File: src/rtl/rwake_pkg.sv
package rwake_pkg;
  typedef enum logic [2:0] {
    ST_AWAKE,
    ST_SLEEP,
    ST_OSC,
    ST_IDLE,
    ST_KSTATE
  } rwake_state_e;
endpackage

File: src/rtl/rwake_tick_cnt.sv
module rwake_tick_cnt #(
  parameter int W = 4
) (
  input  logic         clk_i,
  input  logic         rst_ni,
  input  logic         clr_i,
  input  logic         inc_i,
  input  logic [W-1:0] limit_i,
  output logic         hit_o
);
  logic [W-1:0] cnt_q;

  assign hit_o = inc_i && (cnt_q == (limit_i - W'(1)));

  always_ff @(posedge clk_i or negedge rst_ni) begin
    if (!rst_ni)    cnt_q <= '0;
    else if (clr_i) cnt_q <= '0;
    else if (inc_i) cnt_q <= cnt_q + W'(1);
  end
endmodule

File: src/rtl/rwake_wake_det.sv
module rwake_wake_det (
  input  logic clk_i,
  input  logic rst_ni,
  input  logic dp_i,
  input  logic sigrwu_i,
  input  logic consume_i,
  output logic dp_fall_o,
  output logic rwu_armed_o
);
  logic dp_q, arm_q;

  // reset low so a low line after reset is not an edge
  always_ff @(posedge clk_i or negedge rst_ni) begin
    if (!rst_ni) begin
      dp_q  <= 1'b0;
      arm_q <= 1'b0;
    end else begin
      dp_q <= dp_i;
      if (!sigrwu_i)      arm_q <= 1'b1;
      else if (consume_i) arm_q <= 1'b0;
    end
  end

  assign dp_fall_o   = dp_q & ~dp_i;
  assign rwu_armed_o = arm_q & sigrwu_i;
endmodule

File: src/rtl/usb_rwake_seq.sv
module usb_rwake_seq
  import rwake_pkg::*;
#(
  parameter int IDLE_TICKS = 5,
  parameter int K_TICKS    = 10
) (
  input  logic clk_i,
  input  logic rst_ni,
  input  logic pwrdown_i,
  input  logic sigrwu_i,
  input  logic hwake_en_i,
  input  logic dp_i,
  input  logic dm_i,
  input  logic osc_stable_i,
  input  logic tick_i,
  input  logic done_clr_i,
  output logic osc_en_o,
  output logic k_drive_o,
  output logic rwu_done_o
);
  localparam int MAX_T = (IDLE_TICKS > K_TICKS) ? IDLE_TICKS : K_TICKS;
  localparam int CNT_W = $clog2(MAX_T + 1);

  rwake_state_e state_q, state_d;
  logic src_rwu_q, src_rwu_d;
  logic pd_ok_q, done_q;
  logic line_idle, sleep_req, dp_fall, rwu_armed;
  logic rwu_go, host_go, cnt_clr, cnt_inc, cnt_hit, k_end;
  logic [CNT_W-1:0] cnt_limit;

  assign line_idle = dp_i & ~dm_i;
  assign sleep_req = pwrdown_i & pd_ok_q;
  assign rwu_go    = (state_q == ST_SLEEP) && pwrdown_i && rwu_armed;
  assign host_go   = (state_q == ST_SLEEP) && pwrdown_i && !rwu_armed
                     && hwake_en_i && dp_fall;

  rwake_wake_det u_det (
    .clk_i      (clk_i),
    .rst_ni     (rst_ni),
    .dp_i       (dp_i),
    .sigrwu_i   (sigrwu_i),
    .consume_i  (rwu_go),
    .dp_fall_o  (dp_fall),
    .rwu_armed_o(rwu_armed)
  );

  assign cnt_limit = (state_q == ST_KSTATE) ? CNT_W'(K_TICKS) : CNT_W'(IDLE_TICKS);
  assign cnt_inc   = tick_i && (((state_q == ST_IDLE) && line_idle) || (state_q == ST_KSTATE));
  assign cnt_clr   = (state_d != state_q) || ((state_q == ST_IDLE) && !line_idle);

  rwake_tick_cnt #(.W(CNT_W)) u_cnt (
    .clk_i  (clk_i),
    .rst_ni (rst_ni),
    .clr_i  (cnt_clr),
    .inc_i  (cnt_inc),
    .limit_i(cnt_limit),
    .hit_o  (cnt_hit)
  );

  always_comb begin
    state_d   = state_q;
    src_rwu_d = src_rwu_q;
    k_end     = 1'b0;
    unique case (state_q)
      ST_AWAKE: if (sleep_req) state_d = ST_SLEEP;
      ST_SLEEP: begin
        if (!pwrdown_i || rwu_go || host_go) begin
          state_d   = ST_OSC;
          src_rwu_d = rwu_go;
        end
      end
      ST_OSC: begin
        if (sleep_req)         state_d = ST_SLEEP;
        else if (osc_stable_i) state_d = src_rwu_q ? ST_IDLE : ST_AWAKE;
      end
      ST_IDLE: begin
        if (sleep_req)    state_d = ST_SLEEP;
        else if (cnt_hit) state_d = ST_KSTATE;
      end
      ST_KSTATE: begin
        if (sleep_req) state_d = ST_SLEEP;
        else if (cnt_hit) begin
          state_d = ST_AWAKE;
          k_end   = 1'b1;
        end
      end
      default: state_d = ST_AWAKE;
    endcase
  end

  always_ff @(posedge clk_i or negedge rst_ni) begin
    if (!rst_ni) begin
      state_q   <= ST_AWAKE;
      src_rwu_q <= 1'b0;
      pd_ok_q   <= 1'b0;
      done_q    <= 1'b0;
    end else begin
      state_q   <= state_d;
      src_rwu_q <= src_rwu_d;
      if (!pwrdown_i)              pd_ok_q <= 1'b1;
      else if (rwu_go || host_go)  pd_ok_q <= 1'b0;
      if (k_end)           done_q <= 1'b1;
      else if (done_clr_i) done_q <= 1'b0;
    end
  end

  assign osc_en_o   = (state_q != ST_SLEEP);
  assign k_drive_o  = (state_q == ST_KSTATE);
  assign rwu_done_o = done_q;
endmodule

File: config.mk
export PLATFORM = sky130hd
export DESIGN_NAME = usb_rwake_seq
export DESIGN_NICKNAME = d
export VERILOG_FILES = /design/src/rtl/rwake_pkg.sv /design/src/rtl/rwake_tick_cnt.sv /design/src/rtl/rwake_wake_det.sv /design/src/rtl/usb_rwake_seq.sv
export SDC_FILE = /design/constraint.sdc
export NUM_CORES = 1
export LEC_CHECK = 0
export BUFFER_PORTS_ARGS = -buffer_cell sky130_fd_sc_hd__buf_2
export CORE_UTILIZATION = 40
export DETAILED_ROUTE_END_ITERATION = 7
export GPL_TIMING_DRIVEN = 0
export HOLD_SLACK_MARGIN = 0.05
export PLACE_DENSITY = 0.65
export SLEW_MARGIN = 10
export SYNTH_ARGS = -nofsm -noshare
export SYNTH_HDL_FRONTEND = slang
export SYNTH_SLANG_ARGS = --single-unit
File: constraint.sdc
create_clock -name clk_i -period 2 [get_ports clk_i]
set_input_delay 0.1 -clock clk_i [delete_from_list [all_inputs] [get_ports clk_i]]
set_output_delay 0.1 -clock clk_i [all_outputs]
set_load 0.02 [all_outputs]
After elaboration in Yosys (flattened, before gate mapping)
Cells that the tools add are included.
{"block": "op_classes", "n_reduce_logical": 21, "mux": 22, "bitwise": 6, "addsub": 2, "n_eq_ne": 9}
{"cell": "$mux W3", "count": 8}
{"cell": "$pmux W3 S5", "count": 1}
{"cell": "$mux W4", "count": 3}
{"cell": "$logic_and A1 B1 Y1", "count": 9}
{"cell": "$mux W1", "count": 9}
{"cell": "$eq A3 B2 Y1 const B", "count": 2}
{"cell": "$logic_or A1 B1 Y1", "count": 5}
{"cell": "$add A4 B1 Y4 const B", "count": 1}
{"cell": "$and A1 B1 Y1", "count": 4}
{"cell": "$eq A4 B4 Y1", "count": 1}
{"cell": "$ne A2 B1 Y1 const B", "count": 2}
{"cell": "$reduce_bool A2 Y1", "count": 2}
{"cell": "$sub A4 B1 Y4 const B", "count": 1}
{"cell": "$eq A3 B1 Y1 const B", "count": 1}
{"cell": "$eq A3 B3 Y1 const B", "count": 1}
{"cell": "$logic_not A1 Y1", "count": 3}
{"cell": "$logic_not A3 Y1", "count": 1}
{"cell": "$ne A3 B1 Y1 const B", "count": 1}
{"cell": "$ne A3 B3 Y1", "count": 1}
{"cell": "$mux W2", "count": 1}
{"cell": "$not A1 Y1", "count": 2}
{"cell": "$reduce_and A2 Y1", "count": 1}
{"block": "totals", "input_bits": 10, "output_inout_bits": 3, "ff_bits": 12, "word_cells": 67}

Longest topological paths before layout
Gate-level depths: netlist of run 1.
{"block": "depth", "depth_word": 12, "mapped_depth": 6, "mapped_depth_nobuf": 5}

Cells and area by module
From an unflattened synthesis of run 1, not the netlist that was laid out.
{"block": "unflattened", "cells_unflattened": 90, "area_unflattened_um2": 834.6}
{"module": "usb_rwake_seq", "area_per_inst_um2": 489.2, "cells_per_inst": 58, "instances": 1, "seq_area_each_um2": 150.1}
{"module": "rwake_tick_cnt", "area_per_inst_um2": 270.3, "cells_per_inst": 26, "instances": 1, "seq_area_each_um2": 100.1}
{"module": "rwake_wake_det", "area_per_inst_um2": 75.1, "cells_per_inst": 6, "instances": 1, "seq_area_each_um2": 50.0}

Worst setup path after synthesis of run 1
No wires, ideal clock.
{"block": "synth_path", "kind": "register to register", "start": "reg state_q[2]", "end": "reg u_cnt.cnt_q[0]", "arrival_ns": 1.814, "setup_ns": 0.086, "path_buffers": 0, "t_required_ns": 1.914, "path_stages_with_launch": 6, "setup_slack_ns": 0.100, "cell_sequence": "dfrtp_1 nor3b_4 mux2i_1 nor4b_4 a211o_2 nor3_1"}
{"block": "synth_between", "elab_chain_cells": 11, "elab_cells_between_ends": 33}
{"item": "start: declaration", "line": "usb_rwake_seq.sv:24", "source": "rwake_state_e state_q, state_d;"}
{"item": "start signal: assignment", "line": "usb_rwake_seq.sv:98", "source": "state_q <= state_d;"}
{"item": "$eq A3 B3 Y1 (*)"}
{"item": "named net k_drive_o", "line": "usb_rwake_seq.sv:18", "source": "output logic k_drive_o,"}
{"item": "$mux W4", "line": "usb_rwake_seq.sv:47", "source": "assign cnt_limit = (state_q == ST_KSTATE) ? CNT_W'(K_TICKS) : CNT_W'(IDLE_TICKS);"}
{"item": "$sub A4 B1 Y4", "line": "rwake_tick_cnt.sv:13", "source": "assign hit_o = inc_i && (cnt_q == (limit_i - W'(1)));"}
{"item": "$eq A4 B4 Y1", "line": "rwake_tick_cnt.sv:13"}
{"item": "$logic_and A1 B1 Y1", "line": "rwake_tick_cnt.sv:13"}
{"item": "$mux W3 (on tied branches)", "line": "usb_rwake_seq.sv:82, usb_rwake_seq.sv:78"}
{"item": "$mux W3 (on tied branches)", "line": "usb_rwake_seq.sv:81, usb_rwake_seq.sv:77"}
{"item": "$pmux W3 S5", "line": "usb_rwake_seq.sv:64", "source": "unique case (state_q)"}
{"item": "$ne A3 B3 Y1", "line": "usb_rwake_seq.sv:49", "source": "assign cnt_clr = (state_d != state_q) || ((state_q == ST_IDLE) && !line_idle);"}
{"item": "$logic_or A1 B1 Y1", "line": "usb_rwake_seq.sv:49"}
{"item": "$mux W4 / $reduce_bool A2 Y1 (equally long branches)"}
{"item": "end signal: assignment", "line": "rwake_tick_cnt.sv:18", "source": "else if (inc_i) cnt_q <= cnt_q + W'(1);"}
{"item": "end: declaration", "line": "rwake_tick_cnt.sv:11", "source": "logic [W-1:0] cnt_q;"}
The timed path passes the listed nets; every way through them passes the cells marked *.
A chain may end at the register's enable or synchronous reset.

Worst setup path after layout of run 1
{"block": "layout_path", "start": "reg state_q[0]", "end": "reg u_cnt.cnt_q[0]"}
{"block": "layout_between", "elab_chain_cells": 11, "elab_cells_between_ends": 33}
{"item": "$eq A3 B3 Y1 (tied with other cells)", "line": "usb_rwake_seq.sv:47, usb_rwake_seq.sv:48, usb_rwake_seq.sv:64"}
{"item": "$mux W4 (tied with other cells)", "line": "usb_rwake_seq.sv:47"}
{"item": "$sub A4 B1 Y4 (tied with other cells)", "line": "rwake_tick_cnt.sv:13"}
{"item": "$eq A4 B4 Y1 (tied with other cells)", "line": "rwake_tick_cnt.sv:13"}
{"item": "$logic_and A1 B1 Y1 (on tied branches)", "line": "rwake_tick_cnt.sv:13, usb_rwake_seq.sv:35"}
{"item": "$mux W3 (tied with other cells)", "line": "usb_rwake_seq.sv:82", "source": "else if (cnt_hit) begin"}
{"item": "$mux W3 (on tied branches)", "line": "usb_rwake_seq.sv:81, usb_rwake_seq.sv:67, usb_rwake_seq.sv:77"}
{"item": "$pmux W3 S5", "line": "usb_rwake_seq.sv:64"}
{"item": "$ne A3 B3 Y1", "line": "usb_rwake_seq.sv:49"}
{"item": "$logic_or A1 B1 Y1", "line": "usb_rwake_seq.sv:49"}
{"item": "$mux W4 / $reduce_bool A2 Y1 (equally long branches)"}
Parallel ways exist; a longest one is shown, timed or not.

==> out/results.ini, run 1 <==
[worst_setup_path]
crit_arrival_ns=2.09
cp_cell_sequence=nor3b_4, mux2i_2, nor4b_4, a211o_2, nor3_1
setup.worst_path.class=reg -> reg
crit_fanout=6
cpMaxStageDelayCell=dfrtp_2
cp.depth=5
startpoint_type=flip-flop
worstRegToRegCells=5
cp_top_family=simple AND/OR/NAND/NOR gates
slowest_delay_ns=0.46
end_kind=flip-flop
crit_buf_inv=0
cp.required_ns=2.18

[grt]
grt_max_degree=13
overflow=0
grt_pass1_vias=662
grtUsageTotal=0.188
antenna_found_initial=0
grt_pass1_wl_um=2810

[power_and_ir_drop]
ir_worst_vdd_mv=0.636
p_leak_nw=0.442
total_power_mw=0.996
p_per_area_nw_per_um2=995

[timing]
finalMaxSlewViolations=0
relSlewSlack=0.750
finalClockSkew_ns=0.0101
fin_ws_ns=0.0945
max_freq_mhz=525
hold_viol_final=0
rsz0062_at_grt=no
hold_ws_ns=0.0738
min_period_over_period=0.953
final.min_clock_period_ns=1.91
finalSetupViolations=0
tightest_slew_ns=0.373

[yosys]
yosysSeqAreaShare=0.365
syn-num-nets=97
yosys.cell_types.count=40
synth_area_sq_um=822
syn-instance-count=86
ys_seq_elements=12
yosys_warnings=0
avgSynthCellArea_sq_um=9.56

[die]
fp.dieW_um=47.3
die_h_um=47.3
fp-row-count=16
ios=13
coreArea_sq_um=1940
start_util=0.423
die_area_sq_um=2240

[final_layout]
final_core_util=0.515
drive_above_1_share=0.302
n_fill_cell=199
final_net_count=118
fin_area_sq_um=1000
syn2layout_area_growth_pct=21.8
antenna_cells=0

[clock_tree]
cts_tree=yes
cts_buffer_depth=2
cts_sinks=12
path_clk_slew_ns=0.08
clockRootBuffer=clkbuf_4
cts.htree.levels=1
cts_buffers=3
clock_latency_ns=0.27

[placed_design]
postPlaceCellArea_sq_um=916
numPortBuffers=12
hpwlAfterDp_um=1300
pre_cts_slack_ns=-0.0157
gp_congestion=0.844

[route]
finalWirelength_um=1760
drt_iter0_drc=19
vias=729
wire_per_inst_um=13.2
routed_via_density=5.48
drt-pass1-iter-count=4
drtAntennaViolNets=0
drc=0

[outcome]
status=finished, final reports clean

[hold_path]
hold_path.class=in -> reg
whs_path_depth=2

[job]
maxCapViolCount=0

==> layout make-up <==
cell class	instances	area (sq um)	area share
multi-input cells	66	488	0.488
flip-flops and latches	12	303	0.302
repair buffers	16	97.6	0.0975
clock buffers	4	36.3	0.0363
well taps	27	33.8	0.0338
plain buffers	3	23.8	0.0238
inverters	5	18.8	0.0188
==> worst paths after layout <==
path | endpoint | from | slack, ns
setup / recovery | u_cnt.cnt_q[0] | state_q[0] | 0.09
hold / removal | pd_ok_q | pwrdown_i | 0.07
setup reg to reg | u_cnt.cnt_q[0] | state_q[0] | 0.09
hold reg to reg | rwu_done_o | rwu_done_o | 0.49
max in group asynchronous | state_q[2] | rst_ni | 1.54
min in group asynchronous | src_rwu_q | rst_ni | 0.23
==> layer usage <==
metal | vias up | routed length [um] | GRT usage | share of wire
li1 | 357 | - | - | -
met1 | 353 | 803 | 0.220 | 0.46
met2 | 17 | 868 | 0.329 | 0.49
met3 | 2 | 76 | 0.0577 | 0.043
met4 | 0 | 13 | 0.0571 | 0.0074
met5 | - | 0 | 0 | 0
==> Yosys cell counts, drive strengths merged <==
library cell,n,area share
a221o,1,0.012
o21ai,4,0.024
nand3b,2,0.018
o21a,1,0.0091
and2,2,0.015
a311o,1,0.012
o22ai,1,0.0076
nand4,3,0.023
mux2i,3,0.037
xnor2,1,0.011
nand3,1,0.0061
nand2b,2,0.015
a22o,1,0.021
nor2,6,0.027
ha,1,0.015
a21oi,4,0.024
and3b,3,0.033
nor3b,4,0.056
nor4bb,1,0.012
clkbuf,1,0.0091
buf,2,0.020
dfrtp,12,0.37
inv,5,0.023
nor4b,1,0.029
nand4b,1,0.011
a32o,1,0.012
and2b,1,0.011
a211o,1,0.012
a211oi,1,0.0091
and3,1,0.0076
xor2,2,0.021
a311oi,1,0.011
nand2,7,0.032
a31o,1,0.011
nor3,6,0.037
==> flip-flops by register name, summed over array words and instances, names as in the netlist <==
register	flops
u_cnt.cnt_q	4
state_q	3
pd_ok_q	1
rwu_done_o	1
src_rwu_q	1
u_det.arm_q	1
u_det.dp_q	1
==> cells in the final DEF (no fill, tap or decap), types with 2 or more instances in the layout <==
master,instances
nor2_1,6
mux2i_1,2
clkbuf_4,4
o21ai_1,3
dlygate4sd3_1,3
and2_1,2
xor2_1,2
dfrtp_1,10
inv_1,5
buf_2,13
and3b_1,2
dfrtp_2,2
nor3b_1,2
nand3b_1,2
nand2_1,7
nand4_1,3
nand2b_1,2
a21oi_1,4
nor3_1,6
==> through the flow <==
step | instances | TNS [ns]
finish | 133 | 0
global route | 133 | 0
CTS | 132 | 0
detailed placement | 125 | -0.0310
global placement | 125 | 0
floorplan | 86 | 0
==> power by group <==
part           internal [mW]  switching (mW)
sequential             0.288          0.0511
combinational          0.193           0.274
clock                  0.111          0.0792
==> cells by family (layout without fill, tap and decap cells) <==
group,count (synthesis),in the layout,share of synthesized area
simple gates,41,41,0.333
compound gates,18,18,0.166
flops,12,12,0.365
buf+inv,8,28,0.0517
xor+xnor,3,3,0.0320
mux,3,3,0.0365
fa+ha+maj,1,1,0.0152
==> what timing repair did <==
action,CTS,global route
setup endpoints to repair,4,5
resized for setup,1,3
hold endpoints to repair,14,0
buffers inserted,0,1
hold buffers,3,0
pin swaps,0,1
==> worst register-to-register path: cells and delay by family (launching register included) <==
kind / cells / cell delay (ns)
and+or+nand+nor: 3 / 0.62
DFF: 1 / 0.46
muxes: 1 / 0.36
AOI/OAI and AO/OA: 1 / 0.38
(Power assumes the default switching activity.)
==> inputs of run 2 (changes only) <==
- CORE_UTILIZATION: 40 -> 54
- PLACE_DENSITY: 0.65 -> 0.82
==> out/results.ini, run 2 (same netlist as run 1, synthesis figures left out) <==
[final_layout]
syn2layout_area_growth_pct=19.0
drive_above_1_share=0.292  ; -0.00943
largest_reg_flops=4  ; unchanged
final_net_count=119  ; +0.85%
antenna_cells=0  ; unchanged
n_fill_cell=107  ; -46%
most-common-layout-cells=buf_2, dfrtp_1, nand2_1
reg.largest.list=u_cnt.cnt_q (4), state_q (3)
largest_register=u_cnt.cnt_q
final_common_cell=buf_2
final_core_util=0.725  ; +0.209

[route]
routed_via_density=6.09  ; +11%
drtAntennaViolNets=0  ; unchanged
drt_iter0_drc=19  ; unchanged
drt-pass1-iter-count=4  ; unchanged
finalWirelength_um=1830  ; +3.8%
drc=0  ; unchanged
wire_per_inst_um=15.1  ; +14%
vias=737  ; +1.1%

[die]
fp-row-count=13  ; -3
start_util=0.609  ; +0.186
ios=13  ; unchanged
fp.dieW_um=41.0  ; -13%
die_h_um=41.0  ; -13%
coreArea_sq_um=1350  ; -30%
die_area_sq_um=1680  ; -25%

[timing]
finalSetupViolations=0  ; unchanged
finalClockSkew_ns=0.00568  ; -0.00444 ns
hold_ws_ns=0.0674  ; -0.00639 ns
tightest_slew_ns=0.320  ; -0.0533 ns
rsz0062_at_grt=no
min_period_over_period=0.935  ; -0.0179
relSlewSlack=0.784  ; +0.0332
finalMaxSlewViolations=0  ; unchanged
tns_ns=0  ; unchanged
max_freq_mhz=535  ; +1.9%
hold_viol_final=0  ; unchanged
final.min_clock_period_ns=1.87  ; -0.0359 ns

[worst_setup_path]
end_kind=flip-flop
cp.required_ns=2.19  ; about the same
setup.worst_path.class=reg -> reg
crit_fanout=6  ; unchanged
crit_arrival_ns=2.06  ; -0.03 ns
worstRegToRegCells=5  ; unchanged
startpoint_type=flip-flop

[clock_tree]
cts_buffer_depth=2  ; unchanged
path_clk_slew_ns=0.07  ; about the same
cts.htree.levels=1  ; unchanged
cts_sinks=12  ; unchanged
clock_latency_ns=0.28  ; about the same
clockRootBuffer=clkbuf_4
cts_buffers=3  ; unchanged
cts_tree=yes

[power_and_ir_drop]
power_frac_seq=0.358  ; +0.017
power_switching_mw=0.400  ; -1.1%
pwr-share-comb=0.485  ; +0.016
p_per_area_nw_per_um2=969  ; -2.6%
p_leak_nw=0.441  ; -0.16%
p_int_mw=0.549  ; -7.3%
ir_worst_vdd_mv=0.713  ; +12%
power.share.clock=0.157  ; -0.034
netSwitchingFraction=0.421  ; +0.0158
total_power_mw=0.948  ; -4.8%

[placed_design]
numPortBuffers=12  ; unchanged
gp_congestion=0.820  ; -2.8%
hpwlAfterDp_um=1230  ; -5.2%

[grt]
grtUsageTotal=0.261  ; +0.0729
overflow=0  ; unchanged
antenna_found_initial=0  ; unchanged
grt_max_degree=13  ; unchanged
grt_pass1_wl_um=2760  ; -1.7%
grt_pass1_vias=664  ; +0.30%

[job]
maxCapViolCount=0  ; unchanged

[hold_path]
whs_path_depth=2  ; unchanged
hold_path.class=in -> reg

[outcome]
status=finished, final reports clean

run 2: final timing paths:
check,start,end,slack [ns]
max in group asynchronous,rst_ni,state_q[2],1.52
worst min-delay path,pwrdown_i,pd_ok_q,0.07
worst min register to register,rwu_done_o,rwu_done_o,0.49
worst max register to register,state_q[0],u_cnt.cnt_q[1],0.13
min in group asynchronous,rst_ni,rwu_done_o,0.23
worst max-delay path,state_q[0],u_cnt.cnt_q[1],0.13
run 2: per-layer routing:
| layer | track usage | vias to the layer above | part of all wire |
|---|---|---|---|
| li1 | - | 360 | - |
| met1 | 0.337 | 341 | 0.45 |
| met2 | 0.395 | 32 | 0.47 |
| met3 | 0.0489 | 4 | 0.056 |
| met4 | 0.167 | 0 | 0.024 |
| met5 | 0 | - | 0 |
run 2: per-stage QoR:
stage          std cells  area (sq um)  worst slack (ns)
6_report             121           978             0.130
5_1_grt              121           978            0.0376
4_1_cts              119           957            0.0323
3_5_place_dp         113           901            0.0154
3_3_place_gp         113           901            0.0419
2_1_floorplan         86           822            0.0997
run 2: timing repair:
action / in CTS / in global routing
buffers inserted: 0 / 2
setup endpoints to repair: 1 / 4
endpoints found under the hold margin: 14 / 0
hold buffers: 3 / 0
resized for setup: 1 / 2
run 2: worst max-delay path, stage by stage (launching register included):
cell and delay [ns]:
dfrtp_1 0.46, nor3b_4 0.34, mux2i_2 0.36, nor4b_4 0.07, a211o_2 0.38, nor3_1 0.18
run 2: layout make-up:
cell class                 count  area [sq um]  share of cell area
multi-input combinational     66           488               0.499
sequential                    12           302               0.308
timing repair buffer          17           105               0.107
buffer                         3          23.8              0.0243
clock buffer                   3          22.5              0.0230
inverter                       5          18.8              0.0192
tap                           15          18.8              0.0192
run 2: power groups by stage:
| stage | Sequential (mW) | Combinational (mW) | Clock, mW |
|---|---|---|---|
| 5_1_grt | 0.344 | 0.517 | 0.164 |
| 3_3_place_gp | 0.339 | 0.428 | 0 |
| 4_1_cts | 0.338 | 0.442 | 0.154 |
| 6_report | 0.340 | 0.460 | 0.149 |
| 2_1_floorplan | 0.329 | 0.346 | 0 |
| 3_5_place_dp | 0.343 | 0.438 | 0 |
==> inputs of run 3 (changes only) <==
- SLEW_MARGIN: 10 -> 25
- clock period: 2 -> 1.75 ns (I/O delays scaled with it)
==> out/results.ini, run 3 (same netlist as run 1, synthesis figures left out) <==
[timing]
relSlewSlack=0.736  ; -0.0477
max_freq_mhz=566  ; +5.8%
rsz0062_at_grt=yes
min_period_over_period=1.01  ; +0.0751
finalClockSkew_ns=0.00317  ; -0.00251 ns
fin_ws_ns=-0.0173  ; -0.148 ns
hold_viol_final=0  ; unchanged
finalSetupViolations=2  ; +2
final.min_clock_period_ns=1.77  ; -0.102 ns
finalMaxSlewViolations=0  ; unchanged
tightest_slew_ns=0.395  ; +0.0751 ns
hold_ws_ns=0.0908  ; +0.0233 ns

[final_layout]
final_common_cell=buf_2
drive_above_1_share=0.333  ; +0.0409
reg.largest.list=u_cnt.cnt_q (4), state_q (3)
final_core_util=0.769  ; +0.0445
syn2layout_area_growth_pct=26.3
largest_reg_flops=4  ; unchanged
antenna_cells=0  ; unchanged
fin_area_sq_um=1040  ; +6.1%
most-common-layout-cells=buf_2, dfrtp_1, nand2_1
final_net_count=123  ; +3.4%
largest_register=u_cnt.cnt_q
n_fill_cell=99  ; -7.5%

[route]
drtAntennaViolNets=0  ; unchanged
routed_via_density=6.16  ; +1.1%
wire_per_inst_um=15.2  ; +0.34%
vias=776  ; +5.3%
drt-pass1-iter-count=4  ; unchanged
finalWirelength_um=1910  ; +4.5%
drc=0  ; unchanged
drt_iter0_drc=16  ; -3

[worst_setup_path]
crit_fanout=5  ; -1
end_kind=flip-flop
crit_arrival_ns=1.95  ; -0.11 ns
crit_buf_inv=0  ; unchanged
cpMaxStageDelayCell=dfrtp_2
setup.worst_path.class=reg -> reg
cp_top_family=simple AND/OR/NAND/NOR gates
cp.required_ns=1.94  ; -0.25 ns
cp_cell_sequence=nor3b_4, mux2i_2, nor4b_4, a211o_2, nor3_1
startpoint_type=flip-flop
slowest_delay_ns=0.44  ; -0.02 ns

[grt]
top_usage_layer=met2
met3_usage=0.0598  ; +0.0109
overflow=0  ; unchanged
antenna_found_initial=0  ; unchanged
grt_pass1_wl_um=2800  ; +1.5%
use_met2=0.434  ; +0.0391
grt.met1_usage=0.313  ; -0.0237
grtUsageTotal=0.265  ; +0.00406
grt_max_degree=13  ; unchanged
grt_pass1_vias=686  ; +3.3%

[placed_design]
numPortBuffers=12  ; unchanged
postPlaceCellArea_sq_um=905  ; +0.42%
pre_cts_slack_ns=-0.177  ; -0.192 ns
gp_congestion=0.802  ; -2.1%
hpwlAfterDp_um=1250  ; +2.0%

[die]
die_h_um=41.0  ; unchanged
fp.dieW_um=41.0  ; unchanged
coreArea_sq_um=1350  ; unchanged
ios=13  ; unchanged
die_area_sq_um=1680  ; unchanged
fp-row-count=13  ; unchanged
start_util=0.609  ; unchanged

[clock_tree]
clock_latency_ns=0.27  ; about the same
cts_sinks=12  ; unchanged
path_clk_slew_ns=0.08  ; about the same
cts.htree.levels=1  ; unchanged
cts_buffers=3  ; unchanged
clockRootBuffer=clkbuf_4
cts_tree=yes
cts_buffer_depth=2  ; unchanged

[power_and_ir_drop]
p_per_area_nw_per_um2=1150  ; +19%
p_leak_nw=0.469  ; +6.3%
ir_worst_vdd_mv=1.12  ; +57%

[job]
maxCapViolCount=0  ; unchanged

[outcome]
violations=setup timing
status=finished, violations left

[hold_path]
hold_path.class=in -> reg

-- run 3: metrics by stage --
stage / std cells / setup TNS [ns] / power, mW
5_1_grt: 126 / -0.318 / 1.27
3_3_place_gp: 113 / -0.430 / 0.875
2_1_floorplan: 86 / -0.175 / 0.772
6_report: 126 / -0.0208 / 1.20
4_1_cts: 124 / -0.0292 / 1.14
3_5_place_dp: 113 / -0.709 / 0.886
-- run 3: routing by layer --
metal	vias up	wire length, um
met4	0	42
met2	29	922
li1	363	-
met3	6	116
met1	378	830
met5	-	0
-- run 3: area by class of cell --
| type | instances | area, sq um | area share |
|---|---|---|---|
| Multi-Input combinational cell | 66 | 500 | 0.482 |
| Tap cell | 15 | 18.8 | 0.0181 |
| Clock buffer | 4 | 36.3 | 0.0349 |
| Buffer | 3 | 23.8 | 0.0229 |
| Inverter | 5 | 18.8 | 0.0181 |
| Timing Repair Buffer | 21 | 138 | 0.133 |
| Sequential cell | 12 | 303 | 0.292 |
-- run 3: path summary, 6_finish.rpt --
path	startpoint	endpoint	slack (ns)	cells past startpoint
max	state_q[0]	u_cnt.cnt_q[0]	-0.02	5
min	done_clr_i	rwu_done_o	0.09	3
max reg2reg	state_q[0]	u_cnt.cnt_q[0]	-0.02	5
min reg2reg	rwu_done_o	rwu_done_o	0.50	1
max in group asynchronous	rst_ni	state_q[2]	1.29	2
min in group asynchronous	rst_ni	pd_ok_q	0.22	2
-- run 3: power by group --
group	internal (mW)	switching, mW
Sequential	0.329	0.0534
Combinational	0.254	0.339
Clock	0.126	0.0942
-- run 3: repair_timing --
item | in CTS | in global routing
hold buffers | 4 | 0
setup buffers | 3 | 2
pin swaps | 0 | 1
setup endpoints to repair | 7 | 6
hold endpoints to repair | 15 | 0
resized for setup | 2 | 3
-- run 3: worst register-to-register path, delay by kind of cell (launching register included) --
family,cells,cell delay (ns)
flops,1,0.44
compound gates,1,0.34
mux,1,0.38
simple gates,3,0.51
